File: config.mk
export PLATFORM = sky130hd
export DESIGN_NAME = wel_status_ctrl
export DESIGN_NICKNAME = d
export VERILOG_FILES = /design/src/rtl/wsc_pkg.sv /design/src/rtl/wsc_addr_ptr.sv /design/src/rtl/wsc_unlock.sv /design/src/rtl/wsc_txn_gate.sv /design/src/rtl/wsc_status.sv /design/src/rtl/wel_status_ctrl.sv
export SDC_FILE = /design/constraint.sdc
export NUM_CORES = 1
export LEC_CHECK = 0
export BUFFER_PORTS_ARGS = -buffer_cell sky130_fd_sc_hd__buf_2
export CORE_MARGIN = 2
export CORE_UTILIZATION = 53
export DETAILED_ROUTE_END_ITERATION = 12
export PLACE_DENSITY_LB_ADDON = 0.25
export SYNTH_ARGS = -nofsm -noshare
export SYNTH_HDL_FRONTEND = slang
export SYNTH_SLANG_ARGS = --single-unit
export TNS_END_PERCENT = 20
File: constraint.sdc
create_clock -name clk -period 3.3 [get_ports clk]
set_input_delay 0.66 -clock clk [delete_from_list [all_inputs] [get_ports clk]]
set_output_delay 0.66 -clock clk [all_outputs]
set_load 0.005 [all_outputs]
File: src/rtl/wsc_pkg.sv
package wsc_pkg;
  localparam int ADDR_W  = 6;
  localparam int DATA_W  = 8;
  localparam int SEC_LEN = 8;
  localparam int SEC_LB  = $clog2(SEC_LEN);

  localparam logic [ADDR_W-1:0] ALM0_BASE = 6'h00;
  localparam logic [ADDR_W-1:0] ALM1_BASE = 6'h08;
  localparam logic [ADDR_W-1:0] CTRL_ADDR = 6'h10;
  localparam logic [ADDR_W-1:0] CLK_BASE  = 6'h30;
  localparam logic [ADDR_W-1:0] STAT_ADDR = 6'h3F;

  localparam logic [DATA_W-1:0] CODE_LOCK = 8'h00;
  localparam logic [DATA_W-1:0] CODE_WEL  = 8'h02;
  localparam logic [DATA_W-1:0] CODE_BOTH = 8'h06;

  typedef enum logic [2:0] {
    SEC_ALM0, SEC_ALM1, SEC_CTRL, SEC_CLK, SEC_STAT, SEC_ARR, SEC_NONE
  } sec_e;

  function automatic sec_e sec_of(logic [ADDR_W-1:0] a);
    sec_e s;
    if (a == STAT_ADDR)                                      s = SEC_STAT;
    else if (a == CTRL_ADDR)                                 s = SEC_CTRL;
    else if (a[ADDR_W-1:SEC_LB] == ALM0_BASE[ADDR_W-1:SEC_LB]) s = SEC_ALM0;
    else if (a[ADDR_W-1:SEC_LB] == ALM1_BASE[ADDR_W-1:SEC_LB]) s = SEC_ALM1;
    else if (a[ADDR_W-1:SEC_LB] == CLK_BASE[ADDR_W-1:SEC_LB])  s = SEC_CLK;
    else                                                     s = SEC_NONE;
    return s;
  endfunction
endpackage

File: src/rtl/wsc_addr_ptr.sv
module wsc_addr_ptr
  import wsc_pkg::*;
(
  input  logic              clk,
  input  logic              rst_n,
  input  logic              load,
  input  logic [ADDR_W-1:0] load_addr,
  input  logic              load_arr,
  input  logic              adv,
  output logic [ADDR_W-1:0] ptr,
  output sec_e              sec
);
  logic [ADDR_W-1:0] ptr_q, ptr_d, step_a;
  logic              arr_q, arr_d;

  assign sec = arr_q ? SEC_ARR : sec_of(ptr_q);
  assign ptr = ptr_q;

  always_comb begin
    case (sec)
      SEC_ALM0, SEC_ALM1, SEC_CLK:
        step_a = {ptr_q[ADDR_W-1:SEC_LB], ptr_q[SEC_LB-1:0] + 1'b1};
      SEC_CTRL, SEC_STAT:
        step_a = ptr_q;
      default:
        step_a = ptr_q + 1'b1;
    endcase
    ptr_d = ptr_q;
    arr_d = arr_q;
    if (load) begin
      ptr_d = load_addr;
      arr_d = load_arr;
    end else if (adv) begin
      ptr_d = step_a;
    end
  end

  always_ff @(posedge clk or negedge rst_n) begin
    if (!rst_n) begin
      ptr_q <= '0;
      arr_q <= 1'b0;
    end else begin
      ptr_q <= ptr_d;
      arr_q <= arr_d;
    end
  end


  sec_stays_chk: assert property (@(posedge clk) disable iff (!rst_n)
    (adv && !load && (sec == SEC_ALM0 || sec == SEC_ALM1 || sec == SEC_CLK))
    |=> ptr_q[ADDR_W-1:SEC_LB] == $past(ptr_q[ADDR_W-1:SEC_LB]));


  single_hold_chk: assert property (@(posedge clk) disable iff (!rst_n)
    (adv && !load && (sec == SEC_CTRL || sec == SEC_STAT)) |=> $stable(ptr_q));
endmodule

File: src/rtl/wsc_unlock.sv
module wsc_unlock
  import wsc_pkg::*;
(
  input  logic              clk,
  input  logic              rst_n,
  input  logic              stat_wr,
  input  logic [DATA_W-1:0] wr_data,
  input  logic              pwr_up,
  output logic              wel,
  output logic              rwel
);
  logic wel_q, wel_d, rwel_q, rwel_d;

  always_comb begin
    wel_d  = wel_q;
    rwel_d = rwel_q;
    if (pwr_up) begin
      wel_d  = 1'b0;
      rwel_d = 1'b0;
    end else if (stat_wr) begin
      case (wr_data)
        CODE_LOCK: begin wel_d = 1'b0; rwel_d = 1'b0; end
        CODE_WEL:  begin wel_d = 1'b1; rwel_d = 1'b0; end
        CODE_BOTH: if (wel_q) begin wel_d = 1'b1; rwel_d = 1'b1; end
        default:   ;
      endcase
    end
  end

  always_ff @(posedge clk or negedge rst_n) begin
    if (!rst_n) begin
      wel_q  <= 1'b0;
      rwel_q <= 1'b0;
    end else begin
      wel_q  <= wel_d;
      rwel_q <= rwel_d;
    end
  end

  assign wel  = wel_q;
  assign rwel = rwel_q;


  rwel_needs_wel_chk: assert property (@(posedge clk) disable iff (!rst_n)
    rwel_q |-> wel_q);


  rwel_two_step_chk: assert property (@(posedge clk) disable iff (!rst_n)
    $rose(rwel_q) |-> $past(wel_q));


  pwr_clears_chk: assert property (@(posedge clk) disable iff (!rst_n)
    pwr_up |=> !wel_q && !rwel_q);
endmodule

File: src/rtl/wsc_txn_gate.sv
module wsc_txn_gate
  import wsc_pkg::*;
(
  input  logic clk,
  input  logic rst_n,
  input  sec_e sec,
  input  logic acc_start,
  input  logic wr_stb,
  input  logic rd_stb,
  input  logic stop_pulse,
  input  logic wel,
  input  logic rwel,
  output logic wr_allow,
  output logic ack_suppress,
  output logic stat_wr,
  output logic adv,
  output logic rtcf_clr,
  output logic commit_o
);
  logic wr_go, rd_go, allow_c, sup_c, commit_d;
  logic dirty_q, dirty_d, need_q, need_d, clk_q, clk_d, ended_q, ended_d, commit_q;

  assign wr_go = wr_stb & ~acc_start;
  assign rd_go = rd_stb & ~acc_start;
  assign adv   = wr_go | rd_go;

  always_comb begin
    case (sec)
      SEC_STAT:                               begin allow_c = ~ended_q;    sup_c = ended_q; end
      SEC_ALM0, SEC_ALM1, SEC_CTRL, SEC_CLK:  begin allow_c = wel & rwel;  sup_c = ~wel;    end
      SEC_ARR:                                begin allow_c = wel;         sup_c = ~wel;    end
      default:                                begin allow_c = 1'b0;        sup_c = 1'b1;    end
    endcase
  end

  assign wr_allow     = wr_go & allow_c;
  assign ack_suppress = wr_go & sup_c;
  assign stat_wr      = wr_allow & (sec == SEC_STAT);

  assign commit_d = stop_pulse & dirty_q & wel & (rwel | ~need_q);
  assign rtcf_clr = commit_d & clk_q;

  always_comb begin
    dirty_d = dirty_q;
    need_d  = need_q;
    clk_d   = clk_q;
    ended_d = ended_q;
    if (acc_start || stop_pulse) begin
      dirty_d = 1'b0;
      need_d  = 1'b0;
      clk_d   = 1'b0;
      ended_d = 1'b0;
    end else begin
      if (wr_allow && sec != SEC_STAT) begin
        dirty_d = 1'b1;
        if (sec != SEC_ARR) need_d = 1'b1;
        if (sec == SEC_CLK) clk_d  = 1'b1;
      end
      if (adv && sec == SEC_STAT) ended_d = 1'b1;
    end
  end

  always_ff @(posedge clk or negedge rst_n) begin
    if (!rst_n) begin
      dirty_q  <= 1'b0;
      need_q   <= 1'b0;
      clk_q    <= 1'b0;
      ended_q  <= 1'b0;
      commit_q <= 1'b0;
    end else begin
      dirty_q  <= dirty_d;
      need_q   <= need_d;
      clk_q    <= clk_d;
      ended_q  <= ended_d;
      commit_q <= commit_d;
    end
  end

  assign commit_o = commit_q;


  commit_at_stop_chk: assert property (@(posedge clk) disable iff (!rst_n)
    commit_q |-> $past(stop_pulse) && $past(wel));


  stat_once_chk: assert property (@(posedge clk) disable iff (!rst_n)
    (stat_wr && !stop_pulse) |=> !stat_wr);
endmodule

File: src/rtl/wsc_status.sv
module wsc_status
  import wsc_pkg::*;
(
  input  logic              clk,
  input  logic              rst_n,
  input  logic              bat_mode,
  input  logic              pwr_up,
  input  logic              rtcf_clr,
  input  logic              wel,
  input  logic              rwel,
  output logic [DATA_W-1:0] status
);
  logic bat_q, rtcf_q, rtcf_d;

  always_comb begin
    rtcf_d = rtcf_q;
    if (pwr_up)        rtcf_d = 1'b1;
    else if (rtcf_clr) rtcf_d = 1'b0;
  end

  always_ff @(posedge clk or negedge rst_n) begin
    if (!rst_n) begin
      bat_q  <= 1'b0;
      rtcf_q <= 1'b1;
    end else begin
      bat_q  <= bat_mode;
      rtcf_q <= rtcf_d;
    end
  end

  assign status = {bat_q, 4'b0000, rwel, wel, rtcf_q};


  pwr_sets_fail_chk: assert property (@(posedge clk) disable iff (!rst_n)
    pwr_up |=> rtcf_q);


  bat_follow_chk: assert property (@(posedge clk) disable iff (!rst_n)
    1'b1 |=> status[DATA_W-1] == $past(bat_mode));
endmodule

File: src/rtl/wel_status_ctrl.sv
module wel_status_ctrl
  import wsc_pkg::*;
#(
  parameter int SYNC_STAGES = 2
) (
  input  logic              clk,
  input  logic              rst_n,
  input  logic              acc_start,
  input  logic [ADDR_W-1:0] acc_addr,
  input  logic              acc_arr,
  input  logic              wr_stb,
  input  logic [DATA_W-1:0] wr_data,
  input  logic              rd_stb,
  input  logic              stop_pulse,
  input  logic              bat_mode,
  input  logic              pwr_up,
  output logic [DATA_W-1:0] status_o,
  output logic              wr_allow,
  output logic              ack_suppress,
  output logic [ADDR_W-1:0] next_addr,
  output logic              commit_o
);
  logic [SYNC_STAGES-1:0] rst_sr;
  logic rst_s_n, wel, rwel, stat_wr, adv, rtcf_clr;
  sec_e sec;

  generate
    if (SYNC_STAGES == 1) begin : g_sync1
      always_ff @(posedge clk or negedge rst_n) begin
        if (!rst_n) rst_sr <= '0;
        else        rst_sr <= 1'b1;
      end
    end else begin : g_syncn
      always_ff @(posedge clk or negedge rst_n) begin
        if (!rst_n) rst_sr <= '0;
        else        rst_sr <= {rst_sr[SYNC_STAGES-2:0], 1'b1};
      end
    end
  endgenerate
  assign rst_s_n = rst_sr[SYNC_STAGES-1];

  wsc_addr_ptr u_ptr (
    .clk(clk), .rst_n(rst_s_n), .load(acc_start), .load_addr(acc_addr),
    .load_arr(acc_arr), .adv(adv), .ptr(next_addr), .sec(sec)
  );

  wsc_txn_gate u_gate (
    .clk(clk), .rst_n(rst_s_n), .sec(sec), .acc_start(acc_start),
    .wr_stb(wr_stb), .rd_stb(rd_stb), .stop_pulse(stop_pulse),
    .wel(wel), .rwel(rwel), .wr_allow(wr_allow), .ack_suppress(ack_suppress),
    .stat_wr(stat_wr), .adv(adv), .rtcf_clr(rtcf_clr), .commit_o(commit_o)
  );

  wsc_unlock u_unlock (
    .clk(clk), .rst_n(rst_s_n), .stat_wr(stat_wr), .wr_data(wr_data),
    .pwr_up(pwr_up), .wel(wel), .rwel(rwel)
  );

  wsc_status u_stat (
    .clk(clk), .rst_n(rst_s_n), .bat_mode(bat_mode), .pwr_up(pwr_up),
    .rtcf_clr(rtcf_clr), .wel(wel), .rwel(rwel), .status(status_o)
  );


  fail_fall_chk: assert property (@(posedge clk) disable iff (!rst_s_n)
    $fell(status_o[0]) |-> commit_o);


  allow_not_sup_chk: assert property (@(posedge clk) disable iff (!rst_s_n)
    wr_allow |-> !ack_suppress);
endmodule

==> flow_metrics.py, run 1 <==
metrics = {
    "finish": {
        "layout.filler_cells": 169,
        "diodes": 0,
        "area_growth_pct": 16.4,
        "final_layout_size_suffix_gt1_share_pct": 33.8,
        "final_nets": 180,
        "finish.instance_area_sq_um": 1340,
        "instances_no_fill": 181,
    },
    "timing": {
        "clock_skew_ps": 7.77,
        "final_min_period_over_clock_period_pct": 76.7,
        "setup-violations-final": 0,
        "timing.final.crit_period_ps": 2530,
        "final-max-slew-violation-count": 0,
        "maxClockFrequency_ghz": 0.395,
        "slew_headroom_pct": 58.0,
        "final_hold_viol_count": 0,
        "unrepaired_setup_endpoints_after_global_routing": "false",
        "tightestPinTransition_ps": 631,
        "finalSetupTns_ps": 0,
    },
    "logic_synthesis": {
        "share_of_async_settable_or_async_resettable_flops_after_synthesis_pct": 100,
        "avgSynthCellArea_sq_um": 9.45,
        "synth_area_leaders": "dfrtp_1, buf_4, nand2_1, nor2_1, o21ai_0",
        "post-synth-top-count-cell": "dfrtp_1",
        "synth_top_area_share_pct": 36.9,
        "synth-main-ff-cell": "dfrtp_1",
        "syn_inst": 122,
        "synth-compound-area-share_pct": 21.3,
        "synthMuxAreaShare_pct": 2.61,
        "ys_ff_latch": 18,
        "largest_family_of_logic_cells_by_synthesized_area": "simple AND/OR/NAND/NOR gates",
        "ys_warn_count": 0,
        "synth_simple_gate_area_share_pct": 24.8,
        "synth_enable_flop_cells": 0,
        "synth.cells.most_frequent": "dfrtp_1, nand2_1, nor2_1",
        "synth.largest_area_cell": "dfrtp_1",
        "synth_cell_type_count": 44,
        "synth-xor-area-share_pct": 1.52,
        "yosysSeqAreaShare_pct": 39.2,
        "syn_area_sq_um": 1150,
        "synthAdderAreaFrac_pct": 2.17,
    },
    "clock_tree": {
        "tritoncts": "yes",
        "clock_path_buffers": 2,
        "tritoncts_num_sinks": 18,
        "cts.clk_slew.worst_paths_ps": 100,
        "ctsHtreeMaxLevel": 1,
        "cts_buffers": 3,
        "cts_hold_buffers": 0,
        "insertion_delay_ps": 290,
        "cts_repair_resize_count": 0,
        "post-cts-setup-buffer-count": 0,
        "cts-root-buf": "clkbuf_4",
    },
    "run_status": {
        "status": "finished, final reports clean",
    },
    "power_and_ir_drop": {
        "clock_power_share_pct": 26.5,
        "sw_frac_of_total_pct": 29.6,
        "power.combinational.fraction_pct": 21.4,
        "power_per_cell_area_nw_per_um2": 373,
        "switching_power_uw": 148,
        "pwr-share-seq_pct": 52.1,
        "worst_supply_voltage_drop_on_vdd_v": 0.000321,
        "internal-power_uw": 353,
        "p_leak_nw": 0.622,
    },
    "worst_setup_path": {
        "cp_max_fo": 5,
        "end_kind": "output pin",
        "arrival_ps": 1870,
        "critical-path-top-delay-family": "compound AO/OA/AOI/OAI gates",
        "slowest_stage": "dfrtp_1",
        "reg2reg_slack_ps": 1360,
        "ff2ff_path_depth": 6,
        "startpoint_type": "flop",
        "timing.critical_path.required_ps": 2640,
        "timing.setup.critical_path_class": "flop to output pin",
        "crit_buf_inv": 1,
        "wp_depth": 5,
        "cp_cell_sequence": "ha_1, and3_2, a32o_1, o21ba_2, buf_2",
        "maximum_single_stage_delay_on_the_critical_path_ps": 450,
    },
    "grt": {
        "grt.overflow.total": 0,
        "grt_max_degree": 21,
        "grt_first_pass_wirelength_um": 3830,
        "vias_in_the_first_global_route": 920,
        "grt_antenna_before_repair": 0,
        "grt_use_total_pct": 19.5,
    },
    "floorplan": {
        "core_box_area_sq_um": 2000,
        "top_level_ports": 40,
        "rows": 16,
        "initial_utilization_pct": 57.6,
        "die_area_sq_um": 2560,
        "chipHeight_um": 50.6,
        "die-width_um": 50.6,
    },
    "placed_design": {
        "dp.cells": 177,
        "globalplace.congestion": 0.799,
        "place.port_buffers": 35,
        "placed_cell_area_sq_um": 1310,
        "dpl.hpwl_um": 1830,
    },
    "route": {
        "drc": 0,
        "via_per_inst": 5.38,
        "drtPass1Iterations": 4,
        "num_vias": 973,
        "first_iter_violations": 30,
        "detail_route.wl_per_cell_um": 12.8,
        "ant_nets": 0,
        "wirelength_um": 2320,
    },
    "hold_path": {
        "worst_hold_path_type": "input pin to asynchronous set/reset pin",
    },
    "run": {
        "maxCapViolCount": 0,
    },
}
==> power by group through the flow <==
stage	clock (mW)	combinational, mW	sequential (mW)
floorplan	0	0.0736	0.259
global placement	0	0.103	0.263
finish	0.133	0.107	0.261
global route	0.148	0.120	0.265
CTS	0.136	0.108	0.261
detailed placement	0	0.106	0.265
==> cell usage in the layout (no fill, tap or decap), types with 2 or more instances in the layout <==
cell / instances
a211oi_1: 4
a211oi_2: 2
a21o_1: 2
a21oi_1: 4
buf_2: 35
clkbuf_4: 3
conb_1: 5
dfrtp_1: 17
ha_1: 2
inv_1: 6
mux2i_1: 3
nand2_1: 14
nand2b_1: 3
nand3_1: 3
nor2_1: 10
nor2b_1: 2
nor3_1: 3
o21a_1: 2
o21ai_0: 7
xnor2_1: 2
==> state kept, by name, summed over array words and instances, names as in the netlist <==
register	flops
u_stat.rtcf_q	1
u_stat.bat_q	1
u_gate.need_q	1
u_unlock.rwel	1
u_unlock.wel	1
u_gate.ended_q	1
u_gate.commit_o	1
rst_sr	2
u_gate.dirty_q	1
u_gate.clk_q	1
u_ptr.arr_q	1
u_ptr.ptr	6
==> routing by layer <==
layer,wire [um],up-vias,global-route usage (%)
li1,-,483,-
met2,1150,40,34.4
met3,151,6,3.87
met4,46,0,7.21
met1,972,444,23.3
met5,0,-,0
==> kinds of logic after synthesis <==
group	count (synthesis)
compound gates	30
mux	3
fa+ha+maj	2
simple gates	49
buf+inv	16
xor+xnor	2
flops	18
other cells	2
==> final cells by class <==
| type | instances | area, sq um | share of cell area (%) |
|---|---|---|---|
| Inverter | 6 | 22.5 | 1.68 |
| Timing Repair Buffer | 35 | 175 | 13.1 |
| Multi-Input combinational cell | 91 | 622 | 46.4 |
| Tap cell | 27 | 33.8 | 2.52 |
| Sequential cell | 18 | 452 | 33.7 |
| Clock buffer | 4 | 36.3 | 2.71 |
==> final timing paths <==
check	from	endpoint
hold / removal	rst_n	rst_sr[0]
setup / recovery	u_ptr.ptr[0]	wr_allow
hold reg to reg	rst_sr[1]	u_ptr.ptr[0]
min in group clk	rst_sr[0]	rst_sr[1]
setup reg to reg	u_ptr.ptr[0]	u_unlock.wel
max in group asynchronous	rst_sr[1]	u_gate.commit_o
==> stage by stage <==
stage                     hold slack, ps  total power, mW  setup slack, ps  util, %
after floorplan                      199            0.333             1300        -
after global placement               274            0.366             1140     65.2
after detailed placement             282            0.372             1120     65.2
after CTS                            129            0.505              777     67.0
after global routing                 111            0.533              699     67.0
final                                135            0.501              770     67.0
Power figures use the tool's default switching activity.
==> run 2, diff against run 1 <==
--- a/config.mk
+++ b/config.mk
@@ -5,9 +5,10 @@
 export SDC_FILE = /design/constraint.sdc
 export NUM_CORES = 1
 export LEC_CHECK = 0
+export ABC_AREA = 1
 export BUFFER_PORTS_ARGS = -buffer_cell sky130_fd_sc_hd__buf_2
 export CORE_MARGIN = 2
-export CORE_UTILIZATION = 53
+export CORE_UTILIZATION = 50
 export DETAILED_ROUTE_END_ITERATION = 12
 export PLACE_DENSITY_LB_ADDON = 0.25
 export SYNTH_ARGS = -nofsm -noshare
==> constraint.sdc (replaced) <==
create_clock -name clk -period 2.5 [get_ports clk]
set_input_delay 0.5 -clock clk [delete_from_list [all_inputs] [get_ports clk]]
set_output_delay 0.5 -clock clk [all_outputs]
set_load 0.005 [all_outputs]
==> flow_metrics.py, run 2 <==
metrics = {
    "grt": {
        "grt.overflow.total": 0,
        "vias_in_the_first_global_route": 978,
        "grt_antenna_before_repair": 0,
        "grt_first_pass_wirelength_um": 4340,
        "grt_use_total_pct": 20.3,
        "grt_max_degree": 17,
    },
    "finish": {
        "diodes": 0,
        "layout.filler_cells": 226,
        "layout_common_cells": "nand2_1, buf_2, inv_1, dfrtp_1, nand3_1",
        "area_growth_pct": 16.7,
        "final_nets": 227,
        "largest_register_ff_count": 6,
        "layout_commonest_cell": "nand2_1",
        "final_layout_size_suffix_gt1_share_pct": 30.3,
    },
    "logic_synthesis": {
        "synth-main-ff-cell": "dfrtp_1",
        "synth.largest_area_cell": "dfrtp_1",
        "yosysSeqAreaShare_pct": 36.6,
        "syn_area_sq_um": 1230,
        "ys_warn_count": 0,
        "synth.cells.most_frequent": "nand2_1, inv_1, dfrtp_1",
        "synth_top_area_share_pct": 34.4,
        "share_of_async_settable_or_async_resettable_flops_after_synthesis_pct": 100,
        "syn_inst": 167,
        "synth_enable_flop_cells": 0,
        "synth_area_leaders": "dfrtp_1, nand2_1, inv_1, nand3_1, buf_4",
        "ys_ff_latch": 18,
        "synth_cell_type_count": 31,
        "avgSynthCellArea_sq_um": 7.39,
        "post-synth-top-count-cell": "nand2_1",
    },
    "floorplan": {
        "initial_utilization_pct": 51.2,
        "die-width_um": 53.7,
        "top_level_ports": 40,
        "core_box_area_sq_um": 2410,
        "die_area_sq_um": 2880,
        "rows": 18,
        "chipHeight_um": 53.7,
    },
    "timing": {
        "timing.final.crit_period_ps": 2280,
        "final_min_period_over_clock_period_pct": 91.2,
        "unrepaired_setup_endpoints_after_global_routing": "false",
        "clock_skew_ps": 12.0,
        "tightestPinTransition_ps": 658,
        "setup-violations-final": 0,
        "final_hold_viol_count": 0,
        "final-max-slew-violation-count": 0,
        "fin_worst_hold_slack_ps": 261,
        "maxClockFrequency_ghz": 0.438,
        "finalSetupTns_ps": 0,
        "slew_headroom_pct": 56.1,
    },
    "placed_design": {
        "place.port_buffers": 35,
        "globalplace.congestion": 0.877,
        "dpl.hpwl_um": 2000,
    },
    "clock_tree": {
        "cts-root-buf": "clkbuf_4",
        "cts_buffers": 3,
        "insertion_delay_ps": 310,
        "tritoncts": "yes",
        "tritoncts_num_sinks": 18,
        "cts.clk_slew.worst_paths_ps": 120,
        "ctsHtreeMaxLevel": 1,
        "clock_path_buffers": 2,
    },
    "worst_setup_path": {
        "timing.critical_path.required_ps": 2000,
        "cp_max_fo": 5,
        "ff2ff_path_depth": 10,
        "timing.setup.critical_path_class": "flop to output pin",
        "startpoint_type": "flop",
        "arrival_ps": 1780,
        "end_kind": "output pin",
    },
    "route": {
        "drc": 0,
        "ant_nets": 0,
        "drtPass1Iterations": 4,
        "first_iter_violations": 21,
        "wirelength_um": 2510,
        "via_per_inst": 4.98,
        "detail_route.wl_per_cell_um": 10.9,
        "num_vias": 1150,
    },
    "run_status": {
        "status": "finished, final reports clean",
    },
    "run": {
        "maxCapViolCount": 0,
    },
    "power_and_ir_drop": {
        "power_per_cell_area_nw_per_um2": 590,
        "p_leak_nw": 0.794,
        "worst_supply_voltage_drop_on_vdd_v": 0.000343,
    },
    "hold_path": {
        "worst_hold_path_type": "flop to asynchronous set/reset pin",
    },
}
run 2: cell count changes after synthesis, sizes merged, moves of 5 or more:
cell	before	now
inv	6	25
a211oi	6	0
nor2	10	15
nand2	14	45
nand3	4	16
a21oi	4	9
run 2: report_power, final:
group / total (mW) / internal (mW) / switching (mW)
logic: 0.296 / 0.122 / 0.175
registers: 0.366 / 0.320 / 0.0455
clock network: 0.189 / 0.0889 / 0.100
total: 0.851 / 0.531 / 0.320
run 2: cell type report:
type	count	area [sq um]	area share (%)
Tap cell	30	37.5	2.60
Sequential cell	18	452	31.3
Clock buffer	4	36.3	2.52
Inverter	26	97.6	6.77
Timing Repair Buffer	36	185	12.8
Multi-Input combinational cell	117	633	43.9
run 2: worst paths after layout:
check	from	to	slack (ps)
max	u_ptr.ptr[0]	ack_suppress	220
max in group asynchronous	rst_sr[1]	u_unlock.rwel	1800
min reg2reg	rst_sr[1]	u_ptr.arr_q	260
min in group clk	bat_mode	u_stat.bat_q	290
min	rst_sr[1]	u_ptr.arr_q	260
max reg2reg	u_ptr.ptr[0]	u_ptr.ptr[3]	880
run 2: per-stage QoR:
step           instance area [sq um]  util [%]  setup slack (ps)  cells  total power [mW]
6_report                        1440      59.8               219    231             0.851
3_5_place_dp                    1400      57.9               553    226             0.665
4_1_cts                         1440      59.8               207    231             0.856
2_1_floorplan                   1250         -               748    170             0.579
5_1_grt                         1440      59.8              33.0    231             0.915
3_3_place_gp                    1400      57.9               609    226             0.656
run 2: kinds of logic (layout without fill, tap and decap cells):
group           count (synthesis)  count (layout)  synth area share (%)
xor+xnor                        1               1                 0.709
buf+inv                        35              66                  13.1
flops                          18              18                  36.6
simple gates                   85              85                  33.0
compound gates                 24              24                  14.0
fa+ha+maj                       2               2                  2.03
other cells                     2               5                 0.608
run 2: critical path: stages, from the launching register on:
cell and delay (ps):
dfrtp_1 420, ha_1 210, nand2_1 90, nor2_2 100, nand2_2 100, nor2_2 180
nor3_1 60, o21ai_0 150, inv_1 50, buf_2 120
run 2: timing repair:
item,4_1_cts,5_1_grt
setup buffers,0,0
hold buffers,1,0
resized for setup,0,0
hold endpoints to repair,2,0
run 2: routing by layer:
layer  GRT usage [%]  routed length, um  vias to the layer above
li1                -                  -                      595
met1            27.9               1160                      518
met2            32.5               1200                       33
met3            3.33                132                        4
met4            6.41                 21                        0
met5               0                  0                        -
==> run 3, diff against run 2 <==
--- a/config.mk
+++ b/config.mk
@@ -8,7 +8,7 @@
 export ABC_AREA = 1
 export BUFFER_PORTS_ARGS = -buffer_cell sky130_fd_sc_hd__buf_2
 export CORE_MARGIN = 2
-export CORE_UTILIZATION = 50
+export CORE_UTILIZATION = 45
 export DETAILED_ROUTE_END_ITERATION = 12
 export PLACE_DENSITY_LB_ADDON = 0.25
 export SYNTH_ARGS = -nofsm -noshare
==> flow_metrics.py, run 3 (synthesis gave the netlist of run 2 again) <==
metrics = {
    "run_status": {
        "status": "finished, final reports clean",
    },
    "placed_design": {
        "dpl.hpwl_um": 2110,
        "dp.cells": 226,
        "globalplace.congestion": 0.886,
        "place.port_buffers": 35,
        "placed_cell_area_sq_um": 1400,
        "dp_slack_ps": 531,
    },
    "timing": {
        "setup-violations-final": 0,
        "setup_slack_ps": 183,
        "clock_skew_ps": 3.70,
        "unrepaired_setup_endpoints_after_global_routing": "false",
        "final_min_period_over_clock_period_pct": 92.7,
        "final_hold_viol_count": 0,
        "final-max-slew-violation-count": 0,
        "maxClockFrequency_ghz": 0.432,
        "timing.final.crit_period_ps": 2320,
        "slew_headroom_pct": 55.0,
        "finalSetupTns_ps": 0,
        "tightestPinTransition_ps": 675,
    },
    "clock_tree": {
        "cts_repair_resize_count": 0,
        "cts.clk_slew.worst_paths_ps": 110,
        "ctsHtreeMaxLevel": 1,
        "cts_buffers": 3,
        "cts-root-buf": "clkbuf_4",
        "cts_hold_buffers": 1,
        "clock_path_buffers": 2,
        "tritoncts_num_sinks": 18,
        "tritoncts": "yes",
        "post-cts-setup-buffer-count": 0,
        "insertion_delay_ps": 290,
    },
    "grt": {
        "grt.overflow.total": 0,
        "grt_first_pass_wirelength_um": 4660,
        "grt_antenna_before_repair": 0,
        "grt_max_degree": 17,
        "grt_use_total_pct": 18.0,
        "vias_in_the_first_global_route": 1101,
    },
    "finish": {
        "layout.filler_cells": 262,
        "final_layout_size_suffix_gt1_share_pct": 30.3,
        "area_growth_pct": 16.7,
        "layout_commonest_cell": "nand2_1",
        "instances_no_fill": 231,
        "final_nets": 227,
        "largest_register_ff_count": 6,
        "layout_common_cells": "nand2_1, buf_2, inv_1, dfrtp_1, nand3_1",
        "finish.instance_area_sq_um": 1440,
        "diodes": 0,
    },
    "floorplan": {
        "core_box_area_sq_um": 2540,
        "initial_utilization_pct": 48.5,
        "chipHeight_um": 56.4,
        "die-width_um": 56.4,
        "rows": 18,
        "die_area_sq_um": 3180,
        "top_level_ports": 40,
    },
    "power_and_ir_drop": {
        "worst_supply_voltage_drop_on_vdd_v": 0.000444,
        "power_per_cell_area_nw_per_um2": 590,
        "power.total_uw": 851,
        "p_leak_nw": 0.794,
    },
    "route": {
        "num_vias": 1186,
        "wirelength_um": 2690,
        "first_iter_violations": 44,
        "via_per_inst": 5.13,
        "drc": 0,
        "drtPass1Iterations": 4,
        "detail_route.wl_per_cell_um": 11.6,
        "ant_nets": 0,
    },
    "hold_path": {
        "worst_hold_path_type": "flop to asynchronous set/reset pin",
    },
    "worst_setup_path": {
        "arrival_ps": 1820,
        "startpoint_type": "flop",
        "cp_max_fo": 5,
        "timing.critical_path.required_ps": 2000,
        "end_kind": "output pin",
        "timing.setup.critical_path_class": "flop to output pin",
    },
    "run": {
        "maxCapViolCount": 0,
    },
}
==> run 3: layout make-up <==
type                            count  area (sq um)  area share, %
Multi-Input combinational cell    117           633           43.9
Sequential cell                    18           452           31.3
Timing Repair Buffer               36           185           12.8
Inverter                           26          97.6           6.77
Tap cell                           30          37.5           2.60
Clock buffer                        4          36.3           2.52
==> run 3: through the flow <==
step / util (%) / hold slack [ps]
final: 56.6 / 283
after global routing: 56.6 / 281
after CTS: 56.6 / 296
after detailed placement: 54.8 / 286
after global placement: 54.8 / 284
after floorplan: - / 199
==> run 3: where the power goes <==
part / switching (mW) / internal, mW / total [mW] / leakage (nW)
registers: 0.0480 / 0.320 / 0.368 / 0.229
clock network: 0.0959 / 0.0887 / 0.185 / 0.0210
logic: 0.176 / 0.122 / 0.298 / 0.544
total: 0.320 / 0.531 / 0.851 / 0.794
==> run 3: critical path, stage by stage, from the launching register on <==
cell and delay [ps]:
dfrtp_1 420, ha_1 210, nand2_1 90, nor2_2 100, nand2_2 110, nor2_2 200
nand2_1 60, o21ai_0 70, o21ai_0 90, inv_1 60, buf_2 100
==> run 3: routing by layer <==
| metal | routed length (um) | GRT usage (%) | vias to the layer above |
|---|---|---|---|
| met5 | 0 | 0 | - |
| met1 | 1160 | 23.7 | 543 |
| met3 | 222 | 3.23 | 4 |
| li1 | - | - | 593 |
| met4 | 22 | 3.40 | 0 |
| met2 | 1290 | 31.1 | 46 |
==> run 3: worst paths after layout <==
kind / start / end / slack, ps / depth (start not counted)
worst max register to register: u_ptr.ptr[0] / u_ptr.ptr[3] / 860 / 10
min in group clk: bat_mode / u_stat.bat_q / 300 / 1
worst max-delay path: u_ptr.ptr[0] / ack_suppress / 180 / 10
max in group asynchronous: rst_sr[1] / u_unlock.wel / 1790 / 0
worst min register to register: rst_sr[1] / u_stat.bat_q / 280 / 0
worst min-delay path: rst_sr[1] / u_stat.bat_q / 280 / 0
